`src/rtl/modem_pkg.sv`:
```
package modem_pkg;
  // Active-level view of the four handshake inputs; packed so that
  // bits 3..0 line up with status register bits 7..4.
  typedef struct packed {
    logic dcd;
    logic ri;
    logic dsr;
    logic cts;
  } mdm_lines_t;

  localparam int FLAG_W   = 4;
  localparam int CTRL_W   = 5;
  localparam int LOOP_BIT = 4;
endpackage

```
`src/rtl/mdm_sync.sv`:
```
module mdm_sync #(
  parameter int           W       = 4,
  parameter int           STAGES  = 2,
  parameter logic [W-1:0] RST_VAL = '1
) (
  input  logic         clk,
  input  logic         rst,
  input  logic [W-1:0] d,
  output logic [W-1:0] q
);
  logic [W-1:0] stg [STAGES];

  for (genvar i = 0; i < STAGES; i++) begin : g_stage
    always_ff @(posedge clk) begin
      if (rst)         stg[i] <= RST_VAL;
      else if (i == 0) stg[i] <= d;
      else             stg[i] <= stg[(i == 0) ? 0 : i-1];
    end
  end

  assign q = stg[STAGES-1];
endmodule

```
`src/rtl/mdm_delta.sv`:
```
module mdm_delta
  import modem_pkg::*;
(
  input  logic              clk,
  input  logic              rst,
  input  mdm_lines_t        cur,
  input  logic              rd_clr,
  output logic [FLAG_W-1:0] flags_q
);
  mdm_lines_t        prev_q;
  logic [FLAG_W-1:0] set_v;

  always_comb begin
    set_v[0] = cur.cts ^ prev_q.cts;
    set_v[1] = cur.dsr ^ prev_q.dsr;
    set_v[2] = prev_q.ri & ~cur.ri;      // trailing edge only
    set_v[3] = cur.dcd ^ prev_q.dcd;
  end

  always_ff @(posedge clk) begin
    if (rst) begin
      prev_q  <= '0;
      flags_q <= '0;
    end else begin
      prev_q  <= cur;
      flags_q <= (rd_clr ? '0 : flags_q) | set_v;
    end
  end


  rd_clear_keeps_new_chk: assert property (@(posedge clk) disable iff (rst)
    rd_clr |=> ((flags_q & ~$past(set_v)) == '0));


  ring_trailing_only_chk: assert property (@(posedge clk) disable iff (rst)
    $rose(flags_q[2]) |-> $past(prev_q.ri && !cur.ri));


  flags_hold_quiet_chk: assert property (@(posedge clk) disable iff (rst)
    (!rd_clr && set_v == '0) |=> $stable(flags_q));
endmodule

```
`src/rtl/mdm_line_mux.sv`:
```
module mdm_line_mux #(
  parameter int NPINS = 4
) (
  input  logic             clk,
  input  logic             rst,
  input  logic             loop_en,
  input  logic [NPINS-1:0] ctl_bits,
  input  logic             tx_bit,
  input  logic             sin_pin,
  output logic             sout_pin,
  output logic             rx_bit,
  output logic [NPINS-1:0] pins_n_q
);
  always_ff @(posedge clk) begin
    if (rst)          pins_n_q <= '1;
    else if (loop_en) pins_n_q <= '1;
    else              pins_n_q <= ~ctl_bits;
  end

  assign sout_pin = loop_en ? 1'b1   : tx_bit;
  assign rx_bit   = loop_en ? tx_bit : sin_pin;


  loop_pins_idle_chk: assert property (@(posedge clk) disable iff (rst)
    (loop_en && $past(loop_en)) |-> (pins_n_q == '1));
endmodule

```
`src/rtl/modem_ctrl_loop.sv`:
```
module modem_ctrl_loop
  import modem_pkg::*;
#(
  parameter int ADDR_W      = 3,
  parameter int DATA_W      = 8,
  parameter int SYNC_STAGES = 2,
  parameter int CTRL_OFS    = 4,
  parameter int STAT_OFS    = 6
) (
  input  logic              clk,
  input  logic              rst,
  input  logic              bus_wr,
  input  logic              bus_rd,
  input  logic [ADDR_W-1:0] bus_addr,
  input  logic [DATA_W-1:0] bus_wdata,
  output logic [DATA_W-1:0] bus_rdata,
  input  logic              msi_en,
  output logic              irq_msi,
  input  logic              tx_bit,
  output logic              sout_pin,
  input  logic              sin_pin,
  output logic              rx_bit,
  input  logic              cts_n,
  input  logic              dsr_n,
  input  logic              ri_n,
  input  logic              dcd_n,
  output logic              dtr_n,
  output logic              rts_n,
  output logic              out1_n,
  output logic              out2_n
);
  localparam int STAT_W = 2 * FLAG_W;

  logic              sel_ctrl, sel_stat, loop_en;
  logic [CTRL_W-1:0] ctrl_q;
  logic [FLAG_W-1:0] flags_q, sync_n, pins_n_q;
  mdm_lines_t        ext_lines, loop_lines, cur_lines;
  logic [STAT_W-1:0] stat_v;
  logic              unused_wdata_hi;

  assign sel_ctrl        = (bus_addr == ADDR_W'(CTRL_OFS));
  assign sel_stat        = (bus_addr == ADDR_W'(STAT_OFS));
  assign loop_en         = ctrl_q[LOOP_BIT];
  assign unused_wdata_hi = ^bus_wdata[DATA_W-1:CTRL_W];

  always_ff @(posedge clk) begin
    if (rst)                      ctrl_q <= '0;
    else if (bus_wr && sel_ctrl)  ctrl_q <= bus_wdata[CTRL_W-1:0];
  end

  mdm_sync #(.W(FLAG_W), .STAGES(SYNC_STAGES), .RST_VAL('1)) u_sync (
    .clk (clk),
    .rst (rst),
    .d   ({dcd_n, ri_n, dsr_n, cts_n}),
    .q   (sync_n)
  );

  always_comb begin
    ext_lines      = ~sync_n;
    loop_lines.cts = ctrl_q[1];
    loop_lines.dsr = ctrl_q[0];
    loop_lines.ri  = ctrl_q[2];
    loop_lines.dcd = ctrl_q[3];
    cur_lines      = loop_en ? loop_lines : ext_lines;
  end

  mdm_delta u_delta (
    .clk     (clk),
    .rst     (rst),
    .cur     (cur_lines),
    .rd_clr  (bus_rd && sel_stat),
    .flags_q (flags_q)
  );

  mdm_line_mux #(.NPINS(FLAG_W)) u_lines (
    .clk      (clk),
    .rst      (rst),
    .loop_en  (loop_en),
    .ctl_bits (ctrl_q[FLAG_W-1:0]),
    .tx_bit   (tx_bit),
    .sin_pin  (sin_pin),
    .sout_pin (sout_pin),
    .rx_bit   (rx_bit),
    .pins_n_q (pins_n_q)
  );

  assign {out2_n, out1_n, rts_n, dtr_n} = pins_n_q;
  assign stat_v = {cur_lines, flags_q};

  always_ff @(posedge clk) begin
    if (rst) begin
      bus_rdata <= '0;
      irq_msi   <= 1'b0;
    end else begin
      irq_msi <= msi_en && (|flags_q);
      if (bus_rd) begin
        if (sel_ctrl)      bus_rdata <= DATA_W'(ctrl_q);
        else if (sel_stat) bus_rdata <= DATA_W'(stat_v);
        else               bus_rdata <= '0;
      end
    end
  end


  irq_gated_chk: assert property (@(posedge clk) disable iff (rst)
    !msi_en |=> !irq_msi);


  ctrl_upper_zero_chk: assert property (@(posedge clk) disable iff (rst)
    $past(bus_rd && sel_ctrl) |-> (bus_rdata[DATA_W-1:CTRL_W] == '0));


  ctrl_other_write_chk: assert property (@(posedge clk) disable iff (rst)
    (bus_wr && !sel_ctrl) |=> (ctrl_q == $past(ctrl_q)));
endmodule

```
`config.mk`:
```
export PLATFORM = sky130hd
export DESIGN_NAME = modem_ctrl_loop
export DESIGN_NICKNAME = d
export VERILOG_FILES = /design/src/rtl/modem_pkg.sv /design/src/rtl/mdm_sync.sv /design/src/rtl/mdm_delta.sv /design/src/rtl/mdm_line_mux.sv /design/src/rtl/modem_ctrl_loop.sv
export SDC_FILE = /design/constraint.sdc
export NUM_CORES = 1
export LEC_CHECK = 0
export CAP_MARGIN = 10
export CORE_ASPECT_RATIO = 0.6
export CORE_MARGIN = 4
export CORE_UTILIZATION = 41
export DETAILED_ROUTE_END_ITERATION = 10
export GPL_TIMING_DRIVEN = 0
export PLACE_DENSITY = 0.78
export SLEW_MARGIN = 20
export SYNTH_ARGS = -nofsm -noshare
export SYNTH_HDL_FRONTEND = slang
export SYNTH_SLANG_ARGS = --single-unit
```
`constraint.sdc`:
```
create_clock -name clk -period 1.3 [get_ports clk]
set_clock_uncertainty 0.2 [all_clocks]
set_input_delay 0.195 -clock clk [delete_from_list [all_inputs] [get_ports clk]]
set_output_delay 0.195 -clock clk [all_outputs]
set_load 0.05 [all_outputs]
```
* Yosys cells after proc, flatten, opt, wreduce, memory -nomap -nowiden
Memories as Yosys holds them, arrays and structs flattened. Cells that the tools add are included.
Word-level totals: output and inout port bits 15, bits in writable memories 8, register bits after elaboration 26, bits of input ports 22, word-level logic and storage cells 38, memories kept 1
Memories:
- u_sync.stg | words 2, width 4, read ports 2, clocked after memory_dff 0, wr ports 2, line mdm_sync.sv:11 | logic [W-1:0] stg [STAGES];
Operators by class: bitwise operators 10, equality and inequality tests 2, reductions and logical operators 5, mux-type cells 11
Operator list (number):
- 4-bit two-way mux | 4
- 8-bit two-way mux | 2
- 4-bit NOT | 2
- 3-bit equality test (second input constant) | 2
- 1-bit two-way mux | 5
- 4-bit OR | 1
- 4-bit OR reduction | 1
- 1-bit logical AND | 3
- 1-bit XOR | 3
- 1-bit OR | 2
- 2-bit OR reduction | 1
- 1-bit bitwise AND | 1
- 1-bit NOT | 1

* Logic depth before layout (Yosys ltp)
depth after elaboration 5, depth in mapped cells 5

* Modules after synthesis
A second synthesis with hierarchy kept.
Second synthesis, totals: cell total of the unflattened synthesis 118, area, all modules 1267.5 um2
Modules (own cells, without submodules):
- modem_ctrl_loop | instances 1, cells each 68, area each 659.4 um2, sequential area each 280.3 um2
- mdm_delta | instances 1, cells each 24, area each 265.3 um2, sequential area each 160.2 um2
- mdm_sync | instances 1, cells each 16, area each 210.2 um2, sequential area each 160.2 um2
- mdm_line_mux | instances 1, cells each 10, area each 132.6 um2, sequential area each 80.1 um2

* Least setup slack after synthesis
OpenSTA, ideal clock, no wires.
kind reg-to-output, start point register ctrl_q[4], end point output port rx_bit, path slack -0.027 ns, cell stages (with the launch flop) 3, arrival time 0.932 ns, buffers on the path 1, cell sequence dfxtp_1 -> buf_4 -> mux2_2
On the way: cells in the longest elaborated chain, start to end 1
RTL lines:
- start, declared | line modem_ctrl_loop.sv:35 | logic [CTRL_W-1:0] ctrl_q;
- start signal, assigned | line modem_ctrl_loop.sv:48 | else if (bus_wr && sel_ctrl) ctrl_q <= bus_wdata[CTRL_W-1:0];
- 1-bit two-way mux | line mdm_line_mux.sv:21 | assign rx_bit = loop_en ? tx_bit : sin_pin;
- end, declared | line modem_ctrl_loop.sv:22 | output logic rx_bit,
Every way passes these cells.

* Worst setup path in the final report
Ends and elaborated chain as after synthesis.

==> results.toml <==
[power_and_ir_drop]
leakagePower_nw = 0.718
ir_drop_mv = 0.701
powerDensity_nw_per_um2 = 1140
power_mw = 2.06

[clock_network]
cts_tree = "built"
clk_latency_ns = 0.28
cts_buffer_depth = 2
cts_buffers = 5
cts_sinks = 34
cts-root-buf = "clkbuf_8"
path_clk_slew_ns = 0.06
htreeDepth = 2
ctsHoldBuffers = 0

[grt]
grt_max_degree = 11
grt.overflow.total = 0
busiest_layer = "met2"
grtUsageMet2_pct = 22.8
grt_pass1_vias = 1011
grt_use_total_pct = 16.2
grt_util_met1_pct = 18.5
grt_util_met3_pct = 9.86
antenna_found_initial = 0
grt_pass1_wl_um = 4620

[job]
drv_cap = 0

[drt]
drt-pass1-iter-count = 4
detail-route-antenna-nets = 0
drt-wirelength-per-cell_um = 14.0
vias = 1026
route.detailed.drc = 0
via_per_inst = 4.89
drt_iter0_drc = 58
routed_wl_um = 2940

[worst_setup_path]
end_kind = "output pin"
cp_common_cell = "buf_6"
critPathLaunchType = "register"
crit_type = "register to output pin"
crit_arrival_ns = 1.16
crit_required_ns = 0.90
rrSetupSlack_ns = -0.09
max_stage_delay_ns = 0.32
cpLargestDelayFamily = "flip-flops"
crit_slowest_cell = "dfxtp_2"
cp.buffers_inverters = 2
cp_max_fo = 3
path_cells = "buf_6, mux2_4, buf_6"

[yosys]
async_flop_share_pct = 0
synth_area_sq_um = 1270
post-synth-top-area-cell = "dfxtp_1"
muxShareOfSynthArea_pct = 7.96
synth_ff_type = "dfxtp_1"
avgSynthCellArea_sq_um = 10.2
synth_compound_area_share_pct = 8.55
ys_seq_area_share_pct = 53.5
synth_area_leaders = "dfxtp_1 53%, mux2i_1 7.1%, nand2_1 4.4%"
yosysUniqueCellTypes = 31
ys_seq_elements = 34
synth-xor-area-share_pct = 0
synthesis.nets = 147
synthAdderAreaFrac_pct = 0
synthSimpleGateAreaFrac_pct = 26.1
synth_edf_count = 0
yosysWarnings = 0
netlist_instances = 125
synth_top_family_by_area = "simple AND/OR/NAND/NOR gates"
synth_top_area_share_pct = 53.5

[status]
violations = "setup timing"
outcome = "finished, violations left"

[sta]
fin_crit_sh_pct = 120
finalSetupViolCount = 9
clock.fmax_mhz = 642
rsz0062_at_grt = "yes"
hold_violations = 0
tightest_slew_ns = 0.346
slew_headroom_pct = 76.9
layout_min_cycle_time_ns = 1.56
finalMaxSlewViolations = 0
worst_slack_ns = -0.257
fin_hold_ws_ns = 0.0687

[die]
num_rows = 15
die_y_um = 51.2
start_util_pct = 43.5
core_area_sq_um = 2930
die_x_um = 79.9
pin_count = 37
die_area_sq_um = 4090

[placement]
dp_hpwl_um = 2060
port_buffers = 32
gp_congestion = 0.771

[cells_and_area]
regArea_sq_um = 682
area_growth_pct = 41.9
nFillCells = 245
final_layout_size_suffix_gt1_share_pct = 33.3
multi_input_area_sq_um = 617
diodes = 0
fin_nets = 190

[min_path]
worstHoldPathType = "input port to register"
-- placed cells by master (no fill, tap or decap), drive strengths merged --
cell type / count
nor4: 1
clkbuf: 16
inv: 2
nor2b: 5
dfxtp: 34
o21ai: 6
nand4bb: 1
buf: 17
nand2: 15
nand3b: 2
clkdlybuf4s50: 13
a31oi: 3
or3b: 1
mux2: 1
and4b: 1
nand2b: 4
o311ai: 1
dlygate4sd2: 2
o32ai: 1
a21oi: 1
a32oi: 2
nor3: 1
nor2: 12
or2: 10
nor3b: 1
a21bo: 2
nor4bb: 1
mux2i: 9
nand4b: 1
or3: 1
clkdlybuf4s15: 1
-- power by group --
group | switching, mW | internal, mW
clock network | 0.348 | 0.368
registers | 0.0181 | 1.08
logic | 0.121 | 0.130
total | 0.487 | 1.58
-- synth_stat cells (all sizes together), types with 2 or more instances --
| cell type | number |
|---|---|
| nand3b | 2 |
| or2 | 10 |
| a21bo | 2 |
| clkbuf | 2 |
| nor2 | 12 |
| a31oi | 3 |
| inv | 2 |
| mux2i | 9 |
| a32oi | 2 |
| o21ai | 6 |
| buf | 4 |
| dfxtp | 34 |
| nor2b | 5 |
| nand2 | 15 |
| nand2b | 4 |
-- cell families (layout without fill, tap and decap cells) --
kind of cell / count (synthesis) / in the layout
compound gates: 16 / 16
buf+inv: 8 / 51
flops: 34 / 34
mux: 10 / 10
simple gates: 57 / 57
-- metal layers --
metal | vias to the layer above | routed length [um]
met1 | 466 | 1370
li1 | 509 | -
met4 | 0 | 95
met2 | 43 | 1210
met3 | 8 | 262
met5 | - | 0
-- final timing paths --
path	depth (start not counted)	end	startpoint
setup reg to reg	5	bus_rdata[7]	ctrl_q[4]
setup / recovery	3	rx_bit	ctrl_q[4]
hold reg to reg	1	u_sync.stg[1][3]	u_sync.stg[0][3]
hold / removal	3	bus_rdata[1]	bus_addr[1]
-- final cells by class --
type / count / share of cell area [%]
repair buffers: 36 / 17.0
multi-input cells: 83 / 34.2
plain buffers: 6 / 3.53
clock buffers: 7 / 4.23
well taps: 42 / 2.91
inverters: 2 / 0.416
flip-flops and latches: 34 / 37.8
-- through the flow --
stage	instances	util (%)	area [sq um]	setup WS (ns)	setup TNS, ns
after floorplan	125	-	1280	0.0172	0
after global placement	199	56.3	1650	-0.686	-16.41
after detailed placement	199	56.3	1650	-0.701	-17.87
after CTS	210	60.3	1770	-0.271	-0.761
after global routing	210	61.7	1810	-0.296	-1.31
final	210	61.7	1810	-0.257	-0.777
-- registers in the layout, indices dropped and copies added, names as in the netlist --
signal / flops
irq_msi: 1
u_delta.prev_q: 4
u_sync.stg: 8
u_lines.pins_n_q: 4
u_delta.flags_q: 4
ctrl_q: 5
bus_rdata: 8
-- tightest hold or removal path, delay by kind of cell --
kind,cells,cell delay [ns]
buf+inv,1,0.13
mux,1,0.08
compound gates,1,0.12
-- timing repair --
action	CTS	global route
setup buffers	4	0
resized for setup	104	14
pin swaps	8	4
endpoints found under the setup margin	44	20
Power figures use the tool's default switching activity.
